$ cat src/rtl/scl_irq_pkg.sv
`timescale 1ns/1ps
package scl_irq_pkg;

    // What one clock does to the count
    typedef enum logic [1:0] {
        STEP_HOLD = 2'd0,
        STEP_SUB  = 2'd1,
        STEP_FIRE = 2'd2
    } step_e;

    // Request-line events produced each clock
    typedef struct packed {
        logic set;
        logic clr;
    } irq_evt_t;

    function automatic step_e classify_step(input logic strobe_live,
                                            input logic at_or_below);
        if (!strobe_live)
            return STEP_HOLD;
        else if (at_or_below)
            return STEP_FIRE;
        else
            return STEP_SUB;
    endfunction

    function automatic irq_evt_t make_evt(input step_e outcome,
                                          input logic  ctl_write);
        irq_evt_t e;
        e.clr = ctl_write;
        e.set = (outcome == STEP_FIRE) && !ctl_write;
        return e;
    endfunction

endpackage

$ cat src/rtl/scl_irq_decode.sv
`timescale 1ns/1ps
module scl_irq_decode #(
    parameter int ADDR_W     = 16,
    parameter int NBYTES     = 2,
    parameter int BASE_ADDR  = 'hF000,
    parameter int REG_STRIDE = 4
) (
    input  logic              wr_en,
    input  logic [ADDR_W-1:0] wr_addr,
    output logic [NBYTES-1:0] lane_we,
    output logic              ctl_we
);
    localparam int CTL_ADDR = BASE_ADDR + NBYTES * REG_STRIDE;

    for (genvar g = 0; g < NBYTES; g++) begin : g_lane
        localparam int LANE_ADDR = BASE_ADDR + g * REG_STRIDE;
        assign lane_we[g] = wr_en && (wr_addr == ADDR_W'(LANE_ADDR));
    end

    assign ctl_we = wr_en && (wr_addr == ADDR_W'(CTL_ADDR));
endmodule

$ cat src/rtl/scl_irq_count.sv
`timescale 1ns/1ps
module scl_irq_count
    import scl_irq_pkg::*;
#(
    parameter int CNT_W  = 16,
    parameter int DATA_W = 8,
    parameter int STEP   = 113,
    parameter int NBYTES = CNT_W / DATA_W
) (
    input  logic              clk,
    input  logic              rst,
    input  logic              run,
    input  logic              hsync,
    input  logic [NBYTES-1:0] lane_we,
    input  logic [DATA_W-1:0] wr_data,
    output logic [CNT_W-1:0]  cnt_q,
    output step_e             outcome
);
    localparam logic [CNT_W-1:0] STEP_V = CNT_W'(STEP);

    logic [CNT_W-1:0] stepped;
    logic [CNT_W-1:0] cnt_d;

    assign outcome = classify_step(hsync && run, cnt_q <= STEP_V);

    always_comb begin
        case (outcome)
            STEP_FIRE: stepped = '0;
            STEP_SUB:  stepped = cnt_q - STEP_V;
            default:   stepped = cnt_q;
        endcase
    end

    // a written byte overrides the strobe result for that byte only
    for (genvar g = 0; g < NBYTES; g++) begin : g_merge
        assign cnt_d[g*DATA_W +: DATA_W] =
            lane_we[g] ? wr_data : stepped[g*DATA_W +: DATA_W];
    end

    always_ff @(posedge clk) begin
        if (rst)
            cnt_q <= '0;
        else
            cnt_q <= cnt_d;
    end
endmodule

$ cat src/rtl/scl_irq_ctrl.sv
`timescale 1ns/1ps
module scl_irq_ctrl
    import scl_irq_pkg::*;
#(
    parameter int DATA_W  = 8,
    parameter int RUN_BIT = 1
) (
    input  logic              clk,
    input  logic              rst,
    input  logic              ctl_we,
    input  logic [DATA_W-1:0] wr_data,
    input  step_e             outcome,
    output logic [DATA_W-1:0] ctl_q,
    output logic              run,
    output logic              irq
);
    irq_evt_t evt;

    assign evt = make_evt(outcome, ctl_we);
    assign run = ctl_q[RUN_BIT];

    always_ff @(posedge clk) begin
        if (rst) begin
            ctl_q <= '0;
            irq   <= 1'b0;
        end else begin
            if (ctl_we)
                ctl_q <= wr_data;
            if (evt.clr)
                irq <= 1'b0;
            else if (evt.set)
                irq <= 1'b1;
        end
    end
endmodule

$ cat src/rtl/scl_irq_timer.sv
`timescale 1ns/1ps
module scl_irq_timer
    import scl_irq_pkg::*;
#(
    parameter int ADDR_W     = 16,
    parameter int DATA_W     = 8,
    parameter int CNT_W      = 16,
    parameter int STEP       = 113,
    parameter int BASE_ADDR  = 'hF000,
    parameter int REG_STRIDE = 4,
    parameter int RUN_BIT    = 1
) (
    input  logic              clk,
    input  logic              rst,
    input  logic              wr_en,
    input  logic [ADDR_W-1:0] wr_addr,
    input  logic [DATA_W-1:0] wr_data,
    input  logic              hsync,
    output logic              irq
);
    localparam int NBYTES = CNT_W / DATA_W;

    logic [NBYTES-1:0] lane_we;
    logic              ctl_we;
    logic              run;
    logic [CNT_W-1:0]  cnt_q;
    logic [DATA_W-1:0] ctl_q;
    step_e             outcome;

    scl_irq_decode #(
        .ADDR_W(ADDR_W), .NBYTES(NBYTES),
        .BASE_ADDR(BASE_ADDR), .REG_STRIDE(REG_STRIDE)
    ) decode_i (
        .wr_en(wr_en), .wr_addr(wr_addr),
        .lane_we(lane_we), .ctl_we(ctl_we)
    );

    scl_irq_count #(
        .CNT_W(CNT_W), .DATA_W(DATA_W), .STEP(STEP), .NBYTES(NBYTES)
    ) count_i (
        .clk(clk), .rst(rst), .run(run), .hsync(hsync),
        .lane_we(lane_we), .wr_data(wr_data),
        .cnt_q(cnt_q), .outcome(outcome)
    );

    scl_irq_ctrl #(
        .DATA_W(DATA_W), .RUN_BIT(RUN_BIT)
    ) ctrl_i (
        .clk(clk), .rst(rst), .ctl_we(ctl_we), .wr_data(wr_data),
        .outcome(outcome), .ctl_q(ctl_q), .run(run), .irq(irq)
    );
endmodule

$ cat config.mk
export PLATFORM = sky130hd
export DESIGN_NAME = scl_irq_timer
export DESIGN_NICKNAME = d
export VERILOG_FILES = /design/src/rtl/scl_irq_pkg.sv /design/src/rtl/scl_irq_decode.sv /design/src/rtl/scl_irq_count.sv /design/src/rtl/scl_irq_ctrl.sv /design/src/rtl/scl_irq_timer.sv
export SDC_FILE = /design/constraint.sdc
export NUM_CORES = 1
export LEC_CHECK = 0
export BUFFER_PORTS_ARGS = -buffer_cell sky130_fd_sc_hd__clkbuf_2
export CORE_AREA = 2 2 49 51
export DETAILED_ROUTE_END_ITERATION = 8
export DIE_AREA = 0 0 51 53
export PLACE_DENSITY = 0.78
export SLEW_MARGIN = 20
export SYNTH_ARGS = -nofsm -noshare
export SYNTH_HDL_FRONTEND = slang
export SYNTH_SLANG_ARGS = --single-unit
$ cat constraint.sdc
create_clock -name clk -period 6.1 [get_ports clk]
set_input_delay 0.305 -clock clk [delete_from_list [all_inputs] [get_ports clk]]
set_output_delay 0.305 -clock clk [all_outputs]
set_load 0.1 [all_outputs]
Word level (Yosys, flattened, before mapping):

Index checks and enable logic that the tools add are counted.

* $add $sub $neg: 1
* reductions and logical operators: 9
* muxes and demuxes: 5
* equal/unequal tests: 5
* $lt $le $gt $ge: 1

Operator list (number)
* 16-bit == test, second input constant: 3
* 16-bit case mux with 2 select lines: 1
* 16-bit by 7-bit less-or-equal comparator with 1-bit output, second input constant: 1
* 8-bit 2-to-1 mux: 2
* 16-bit by 7-bit subtractor with 16-bit output, second input constant: 1
* 3-bit nonzero test: 2
* 1-bit logical AND: 5
* 2-bit 2-to-1 mux: 2
* 2-bit by 1-bit == test with 1-bit output, second input constant: 1
* 2-bit == test, second input constant: 1
* 2-bit OR reduction: 1
* 1-bit zero test: 1

* input port bits: 28
* register bits: 19
* output and inout bits: 1

Longest topological paths before layout:

Gate-level depths: netlist of the first run.

* word-level depth: 6
* depth in mapped cells: 8
* gate-level depth less buffers: 7

Modules after synthesis:

Synthesis of the first run repeated with hierarchy kept, for this count alone.

* cells, all modules: 173
* area, all modules: 1547.7 um2

By module, submodules not included
* scl_irq_count: area each 1116.1 um2, instances 1, sequential area each 320.3 um2, cells each 134
* scl_irq_ctrl: area each 331.6 um2, instances 1, sequential area each 180.2 um2, cells each 31
* scl_irq_decode: area each 100.1 um2, instances 1, sequential area each 0.0 um2, cells each 8

Least setup slack after synthesis of the first run:

Ideal clock, no wire load.

* path kind: register to register
* from: register count_i.cnt_q[0]
* to: register count_i.cnt_q[13]
* buffers on the path: 0
* setup slack: 3945 ps
* stages on the path, launching flop included: 8
* arrival time: 2064 ps
* cell sequence: dfxtp_1 -> inv_1 -> ha_1 -> or2_2 -> a21o_1 -> and3_1 -> or4_1 -> a311oi_1

* cells in the longest elaborated chain, start to end: 6
* elaborated cells on any way between the ends: 9

Ends and longest elaborated chain
* from (decl): line scl_irq_count.sv:16 `output logic [CNT_W-1:0] cnt_q,`
* from (signal assigned): line scl_irq_count.sv:44 `cnt_q <= cnt_d;`
* 16-bit by 7-bit less-or-equal comparator with 1-bit output: line scl_irq_count.sv:24 `assign outcome = classify_step(hsync && run, cnt_q <= STEP_V);`
* 2-bit 2-to-1 mux: line scl_irq_pkg.sv:21 `else if (at_or_below)`
* 2-bit 2-to-1 mux: line scl_irq_pkg.sv:19 `if (!strobe_live)`
* 2-bit by 1-bit == test with 1-bit output or 2-bit == test (tied branches): line scl_irq_count.sv:27 `case (outcome)`
* 16-bit case mux with 2 select lines: line scl_irq_count.sv:27
* 8-bit 2-to-1 mux: line scl_irq_count.sv:37 `lane_we[g] ? wr_data : stepped[g*DATA_W +: DATA_W];`

Parallel ways exist; a longest one is shown, timed or not.
A chain may end at the register's enable or synchronous reset.

Final worst setup path of the first run:

* from: register count_i.cnt_q[0]
* to: register count_i.cnt_q[3]

Same word-level chain as after synthesis.

==> key figures, run 1 <==
Routing
  • Post-route DRC violation count: 0
  • Drt pass-1 iters: 4
  • Vias: around 1,200
  • Final wirelength: about 2.6 mm
  • Routed length per instance: approximately 14 µm
  • Vias/cell: 6.026
  • Initial DRC count: 38
  • Final ANT Viol Nets: 0

Synth
  • Cells after Synth: 144
  • Async SR Flop Fraction: 0%
  • Post-synthesis xor/xnor area fraction: under 10%
  • Cell accounting for the most synthesized area: dfxtp_1
  • Post-Synth Simple-Gate Area: between 20% and 30%
  • Commonest cells post-synth: nor2_1 (22), dfxtp_1 (18), o21ai_0 (12)
  • Syn_nets: about 170
  • Synth unique cells: 35
  • Prevailing post-synth register cell: dfxtp_1
  • Yosys top cell area share: between 30 and 40%
  • Largest family of logic cells by synthesized area: compound AO/OA/AOI/OAI gates
  • Synth warn: 0
  • Synthesized flop and latch total: 18
  • Synth area leaders: dfxtp_1 (32%), nor2_1 (7.4%), o21ai_0 (5.4%)
  • Register area share after synthesis: 32.25%
  • Most numerous cell in the Yosys netlist: nor2_1
  • Synth Area in Adders: 2.240%
  • Post-synthesis compound-gate area fraction: between 20% and 30%
  • Number of synthesized flops with an enable pin: 0
  • Netlist Area Pre-Place: between 0.001 and 0.0015 mm²
  • Multiplexer area fraction after synthesis: less than 1%
  • Avg Cell Area, Syn: 7.759 µm²

Power and ir drop
  • Worst VDD drop: 0.1149 mV
  • Int Power: around 0.15 mW
  • Power per standard cell area: about 150 mW/mm²
  • Psw: around 0.042 mW
  • LEAKAGE: between 0.4 and 0.5 nW
  • Clock Power Share: ~31%
  • Sequential share of power: between 60% and 70%
  • Sw Share: 22.05%
  • Combinational Power Share: 6.9%

Floorplanning
  • Die footprint: roughly 0.0027 mm²
  • Core ar.: 0.002148 mm²
  • Chip Width: just over 50 µm
  • Die Y: ~53 µm
  • # rows: 17
  • # IOs: 29
  • Initial Util: between 50% and 60%

Setup path
  • CP cell instances: inv_1 -> ha_1 -> or2_2 -> a21o_1 -> a31oi_1 -> o21ai_0 -> a311oi_1
  • Startpoint types: flop
  • Slowest stage delay, CP: around 760 ps
  • Worst Path Max Fanout: 12
  • Worst path buffer plus inverter count: 1
  • Slowest library cell on the worst path: a31oi_1
  • CP endpoint kind: flop
  • Data required, critical path: roughly 6300 ps
  • WS Path Type: reg -> reg
  • Crit path max-delay family: compound AO/OA/AOI/OAI gates
  • Critical Path AT: about 2800 ps

Clock network
  • Clk_lat worst skew: 300 ps
  • Clk sinks: 18
  • Clock transition at path regs: approximately 100 ps
  • Clk root buf: clkbuf_4
  • CTS H-tree depth: 1
  • Post_cts resized: 0
  • TritonCTS buffer count: 3
  • CTS tree: done
  • Total setup buffers inserted after CTS: 0
  • Clock Path Buffers: 2
  • Cts hold-fix bufs: 0

STA
  • Max Freq: between 0.3 and 0.4 GHz
  • Layout Skew: 2.577 ps
  • Setup_tns: 0 ps
  • Setup violations, final: 0
  • Final critical-path share of the clock period: 42.50%
  • Rel. slew slack: 34.54%
  • RSZ-0062 raised after global routing: false
  • Min Tclk post-route: between 2000 and 3000 ps
  • Worst-margin pin slew: 977.4 ps
  • Max-slew violations: 0
  • Hold Fails Final Rpt: 0

Placed design
  • Placed cells: 192
  • Port bufs: 28
  • RD Place Congestion: 0.8851
  • Post-DP HPWL: 1.978 mm
  • Placed Instance Area: 0.001261 mm²

Final layout
  • Area delta synth->final: 14.89%
  • Finished Layout Cells: 195
  • FILL cells: slightly above 200
  • Nets: around 200
  • Design area: around 0.0013 mm²
  • Final antenna diode count: 0
  • Share of layout cells above drive strength 1: 19.76%

Min path
  • Hold Crit Class: in -> reg

GRT
  • Vias in the first global route: ~1,000
  • Largest net degree at the start of global routing: 19
  • Grt ovf: 0
  • First-pass GRT wire length: about 4.5 mm
  • Gr usage total: between 20% and 30%
  • Initial antenna violation count: 0

Status
  • Status: finished, final reports clean

Job
  • Number of max-cap violations: 0
==> state kept, by name, indices dropped and copies added (netlist names) <==
signal	cells
ctrl_i.irq	1
count_i.cnt_q	16
ctrl_i.ctl_q	1
==> cell usage in the layout (no fill, tap or decap), types with 5 or more instances in the layout <==
cell and n:
clkbuf_2 28, nor2_1 22, dfxtp_1 18, o21ai_0 12
nand2_1 8, a211oi_1 7, a22oi_1 6, a311oi_1 6
a31oi_1 5, xnor2_1 5
==> tightest hold or removal path: stages <==
cell and delay (ps):
clkbuf_2 90, nor2_1 90, nor3_1 50
==> cell type report <==
type | count | area, µm² | area share, %
clock buffer | 3 | 22.52 | 1.754
inverter | 4 | 15.01 | 1.170
multi-input combinational | 114 | 710.7 | 55.36
sequential | 18 | 360.3 | 28.07
tap | 28 | 35.03 | 2.729
timing repair buffer | 28 | 140.1 | 10.92
==> metal layers <==
layer	share of wire (%)	vias up	routed length, µm	GRT usage [%]
met1	45	523	1178	26.86
li1	-	593	-	-
met4	0.80	0	21	6.306
met2	46	55	1212	38.31
met5	0	-	0	0
met3	8.5	4	225	6.497
==> metrics by stage <==
step	setup WS (ps)	utilization, %	hold WS (ps)	power (mW)
floorplan	3945	-	452.2	0.1232
global placement	3653	58.71	489.0	0.1330
detailed placement	3495	58.71	501.9	0.1331
CTS	3493	59.76	278.9	0.1914
global route	3261	59.76	292.4	0.1979
finish	3507	59.76	281.9	0.1896
==> cell families after synthesis <==
family	count (synthesis)
buf+inv	12
xor+xnor	5
compound gates	46
simple gates	60
flops	18
fa+ha+maj	2
mux	1
==> power by group through the flow <==
stage / Sequential, mW / Clock, mW / Combinational, mW
2_1_floorplan: 0.120 / 0 / 0.00310
5_1_grt: 0.117 / 0.0657 / 0.0148
3_5_place_dp: 0.120 / 0 / 0.0130
3_3_place_gp: 0.120 / 0 / 0.0128
4_1_cts: 0.117 / 0.0609 / 0.0130
6_report: 0.117 / 0.0591 / 0.0130
==> final timing paths <==
check,from,endpoint,slack (ps),cells past startpoint
min reg2reg,count_i.cnt_q[6],count_i.cnt_q[6],530,2
min,wr_data[7],count_i.cnt_q[7],280,3
max,count_i.cnt_q[0],count_i.cnt_q[3],3510,7
max reg2reg,count_i.cnt_q[0],count_i.cnt_q[3],3510,7
Note: power is estimated with default switching activity, not from simulation.
==> inputs of run 2 (changes only) <==
--- a/config.mk
+++ b/config.mk
@@ -6,10 +6,10 @@
 export NUM_CORES = 1
 export LEC_CHECK = 0
 export BUFFER_PORTS_ARGS = -buffer_cell sky130_fd_sc_hd__clkbuf_2
-export CORE_AREA = 2 2 49 51
+export CORE_AREA = 2 2 53 55
 export DETAILED_ROUTE_END_ITERATION = 8
-export DIE_AREA = 0 0 51 53
-export PLACE_DENSITY = 0.78
+export DIE_AREA = 0 0 55 57
+export PLACE_DENSITY = 0.71
 export SLEW_MARGIN = 20
 export SYNTH_ARGS = -nofsm -noshare
 export SYNTH_HDL_FRONTEND = slang
==> constraint.sdc (replaced) <==
create_clock -name clk -period 2.2 [get_ports clk]
set_input_delay 0.11 -clock clk [delete_from_list [all_inputs] [get_ports clk]]
set_output_delay 0.11 -clock clk [all_outputs]
set_load 0.1 [all_outputs]
==> run 2 against run 1 <==
Effect of this change:
- power grew to 3.1 times the previous value
- clock power grew to 3.7 times the previous value
- global-route usage shrank 1.0 points
- hold slack lost 210 ps
- worst setup slack lost 3400 ps
- maximum frequency grew 22%
==> key figures, run 2 (synthesized netlist as in run 1, its figures left out) <==
Status
  • Status: finished, final reports clean

GRT
  • Largest net degree at the start of global routing: 19 (unchanged)
  • Vias in the first global route: 1,141 (+9.5%)
  • Gr usage total: 21.26% (-1.0 points)
  • Initial antenna violation count: 0 (unchanged)
  • Grt ovf: 0 (unchanged)
  • First-pass GRT wire length: 4.926 mm (+8.8%)

Setup path
  • CP cell instances: inv_2 -> ha_2 -> or2_2 -> a21o_1 -> and3_4 -> or4_4 -> a311oi_2
  • WS Path Type: reg -> reg
  • Startpoint types: flop
  • Critical Path AT: 2350 ps (-460 ps)
  • CP endpoint kind: flop
  • Slowest library cell on the worst path: or4_4
  • Slowest stage delay, CP: 500 ps (-260 ps)
  • Data required, critical path: 2430 ps (-3880 ps)
  • Worst Path Max Fanout: 5 (-7)
  • Reg2reg path depth: 7 (unchanged)

Final layout
  • Top Registers: count_i.cnt_q: 16 flops, ctrl_i.ctl_q: 1 flops, ctrl_i.irq: 1 flops
  • Biggest register: count_i.cnt_q
  • Commonest non-fill, non-tap cell in the layout: clkbuf_2
  • FILL cells: 269 (+31%)
  • Nets: 210 (+5.5%)
  • Share of layout cells above drive strength 1: 29.05% (+9.3 points)
  • Commonest non-fill, non-tap cells in the layout: clkbuf_2 (28), nor2_1 (22), dfxtp_1 (16)
  • Area delta synth->final: 25.87%
  • Max reg flops: 16 (unchanged)
  • Final antenna diode count: 0 (unchanged)
  • Final Util: 53.78% (-6.0 points)

Power and ir drop
  • Clock Power Share: 37.5% (+6.3 points)
  • LEAKAGE: 0.5051 nW (+14%)
  • Power per standard cell area: 411.7 mW/mm² (+180%)
  • Pwr Total: 0.5789 mW (+210%)
  • Int Power: 0.4459 mW (+200%)
  • Combinational Power Share: 6.4% (-0.5 points)
  • Worst VDD drop: 0.3088 mV (+170%)
  • Sequential share of power: 56.0% (-5.9 points)
  • Sw Share: 22.98% (+0.93 points)
  • Psw: 0.1330 mW (+220%)

Floorplanning
  • Die Y: 57 µm (+7.5%)
  • Chip Width: 55 µm (+7.8%)
  • # IOs: 29 (unchanged)
  • Die footprint: 0.003135 mm² (+16%)
  • Core ar.: 0.002615 mm² (+22%)
  • # rows: 19 (+2)
  • Initial Util: 42.73% (-9.3 points)

Routing
  • Post-route DRC violation count: 0 (unchanged)
  • Drt pass-1 iters: 4 (unchanged)
  • Vias/cell: 5.943 (-1.4%)
  • Routed length per instance: 14.61 µm (+8.1%)
  • Final ANT Viol Nets: 0 (unchanged)
  • Final wirelength: 3.069 mm (+16%)
  • Vias: 1,248 (+6.2%)
  • Initial DRC count: 26 (-32%)

STA
  • Max-slew violations: 0 (unchanged)
  • Setup violations, final: 0 (unchanged)
  • Setup_tns: 0 ps (unchanged)
  • Layout Skew: 2.783 ps (+0.2053 ps)
  • Min Tclk post-route: 2126 ps (-466.4 ps)
  • Final critical-path share of the clock period: 96.65% (+54 points)
  • Rel. slew slack: 64.10% (+30 points)
  • Max Freq: 0.4703 GHz (+22%)
  • Worst-margin pin slew: 532.9 ps (-444.5 ps)
  • Final Worst Setup Slack: 73.64 ps (-3434 ps)
  • Hold Fails Final Rpt: 0 (unchanged)

Clock network
  • Clk sinks: 18 (unchanged)
  • Clk_lat worst skew: 310 ps (about the same)
  • TritonCTS buffer count: 3 (unchanged)
  • CTS tree: done
  • Clock transition at path regs: 110 ps (about the same)
  • Clk root buf: clkbuf_4
  • CTS H-tree depth: 1 (unchanged)
  • Cts hold-fix bufs: 0 (unchanged)
  • Clock Path Buffers: 2 (unchanged)

Min path
  • Hold path depth: 3 (unchanged)
  • Hold Crit Class: in -> reg

Placed design
  • RD Place Congestion: 0.8248 (-6.8%)
  • Pre-CTS setup slack: -27.59 ps (-3522 ps)
  • Post-DP HPWL: 2.239 mm (+13%)
  • Port bufs: 28 (unchanged)

Job
  • Number of max-cap violations: 0 (unchanged)
-- run 2: critical path, delay by kind of cell, from the launching register on --
family,cells,cell delay [ps]
adders and majority gates,1,160
AOI/OAI and AO/OA,2,490
and+or+nand+nor,3,970
DFF,1,370
buffers and inverters,1,50
-- run 2: what timing repair did --
action | CTS | global route
hold endpoints to repair | 0 | 0
buffers inserted | 0 | 2
endpoints found under the setup margin | 2 | 2
gates resized for setup | 3 | 5
pin swaps | 1 | 3
-- run 2: area by class of cell --
type,instances,area (µm²),share of cell area (%)
repair buffers,39,222.7,15.84
clock buffers,4,36.28,2.580
multi-input cells,114,728.2,51.78
flip-flops and latches,18,365.4,25.98
well taps,31,38.79,2.758
inverters,4,15.01,1.068
-- run 2: through the flow --
step / hold slack, ps / area (µm²) / instances
after floorplan: 257.2 / 1117 / 144
after global placement: 398.9 / 1333 / 204
after detailed placement: 407.1 / 1333 / 204
after CTS: 81.92 / 1374 / 208
after global routing: 92.33 / 1406 / 210
final: 76.14 / 1406 / 210
-- run 2: power groups by stage --
stage | registers [mW] | clock network (mW) | logic (mW)
after global routing | 0.325 | 0.228 | 0.0404
after detailed placement | 0.333 | 0 | 0.0372
final | 0.324 | 0.217 | 0.0373
after CTS | 0.324 | 0.216 | 0.0373
after global placement | 0.333 | 0 | 0.0359
after floorplan | 0.333 | 0 | 0.00859
-- run 2: worst paths after layout --
check / startpoint / end / slack (ps)
setup / recovery: count_i.cnt_q[1] / count_i.cnt_q[13] / 70
hold / removal: wr_data[0] / count_i.cnt_q[0] / 80
setup reg to reg: count_i.cnt_q[1] / count_i.cnt_q[13] / 70
hold reg to reg: count_i.cnt_q[15] / count_i.cnt_q[15] / 520
-- run 2: routing by layer --
layer | wire, µm | global-route usage, % | share of wire, %
met2 | 1485 | 34.52 | 48
met5 | 0 | 0 | 0
met3 | 210 | 2.356 | 6.8
met1 | 1306 | 27.80 | 43
met4 | 66 | 9.408 | 2.2
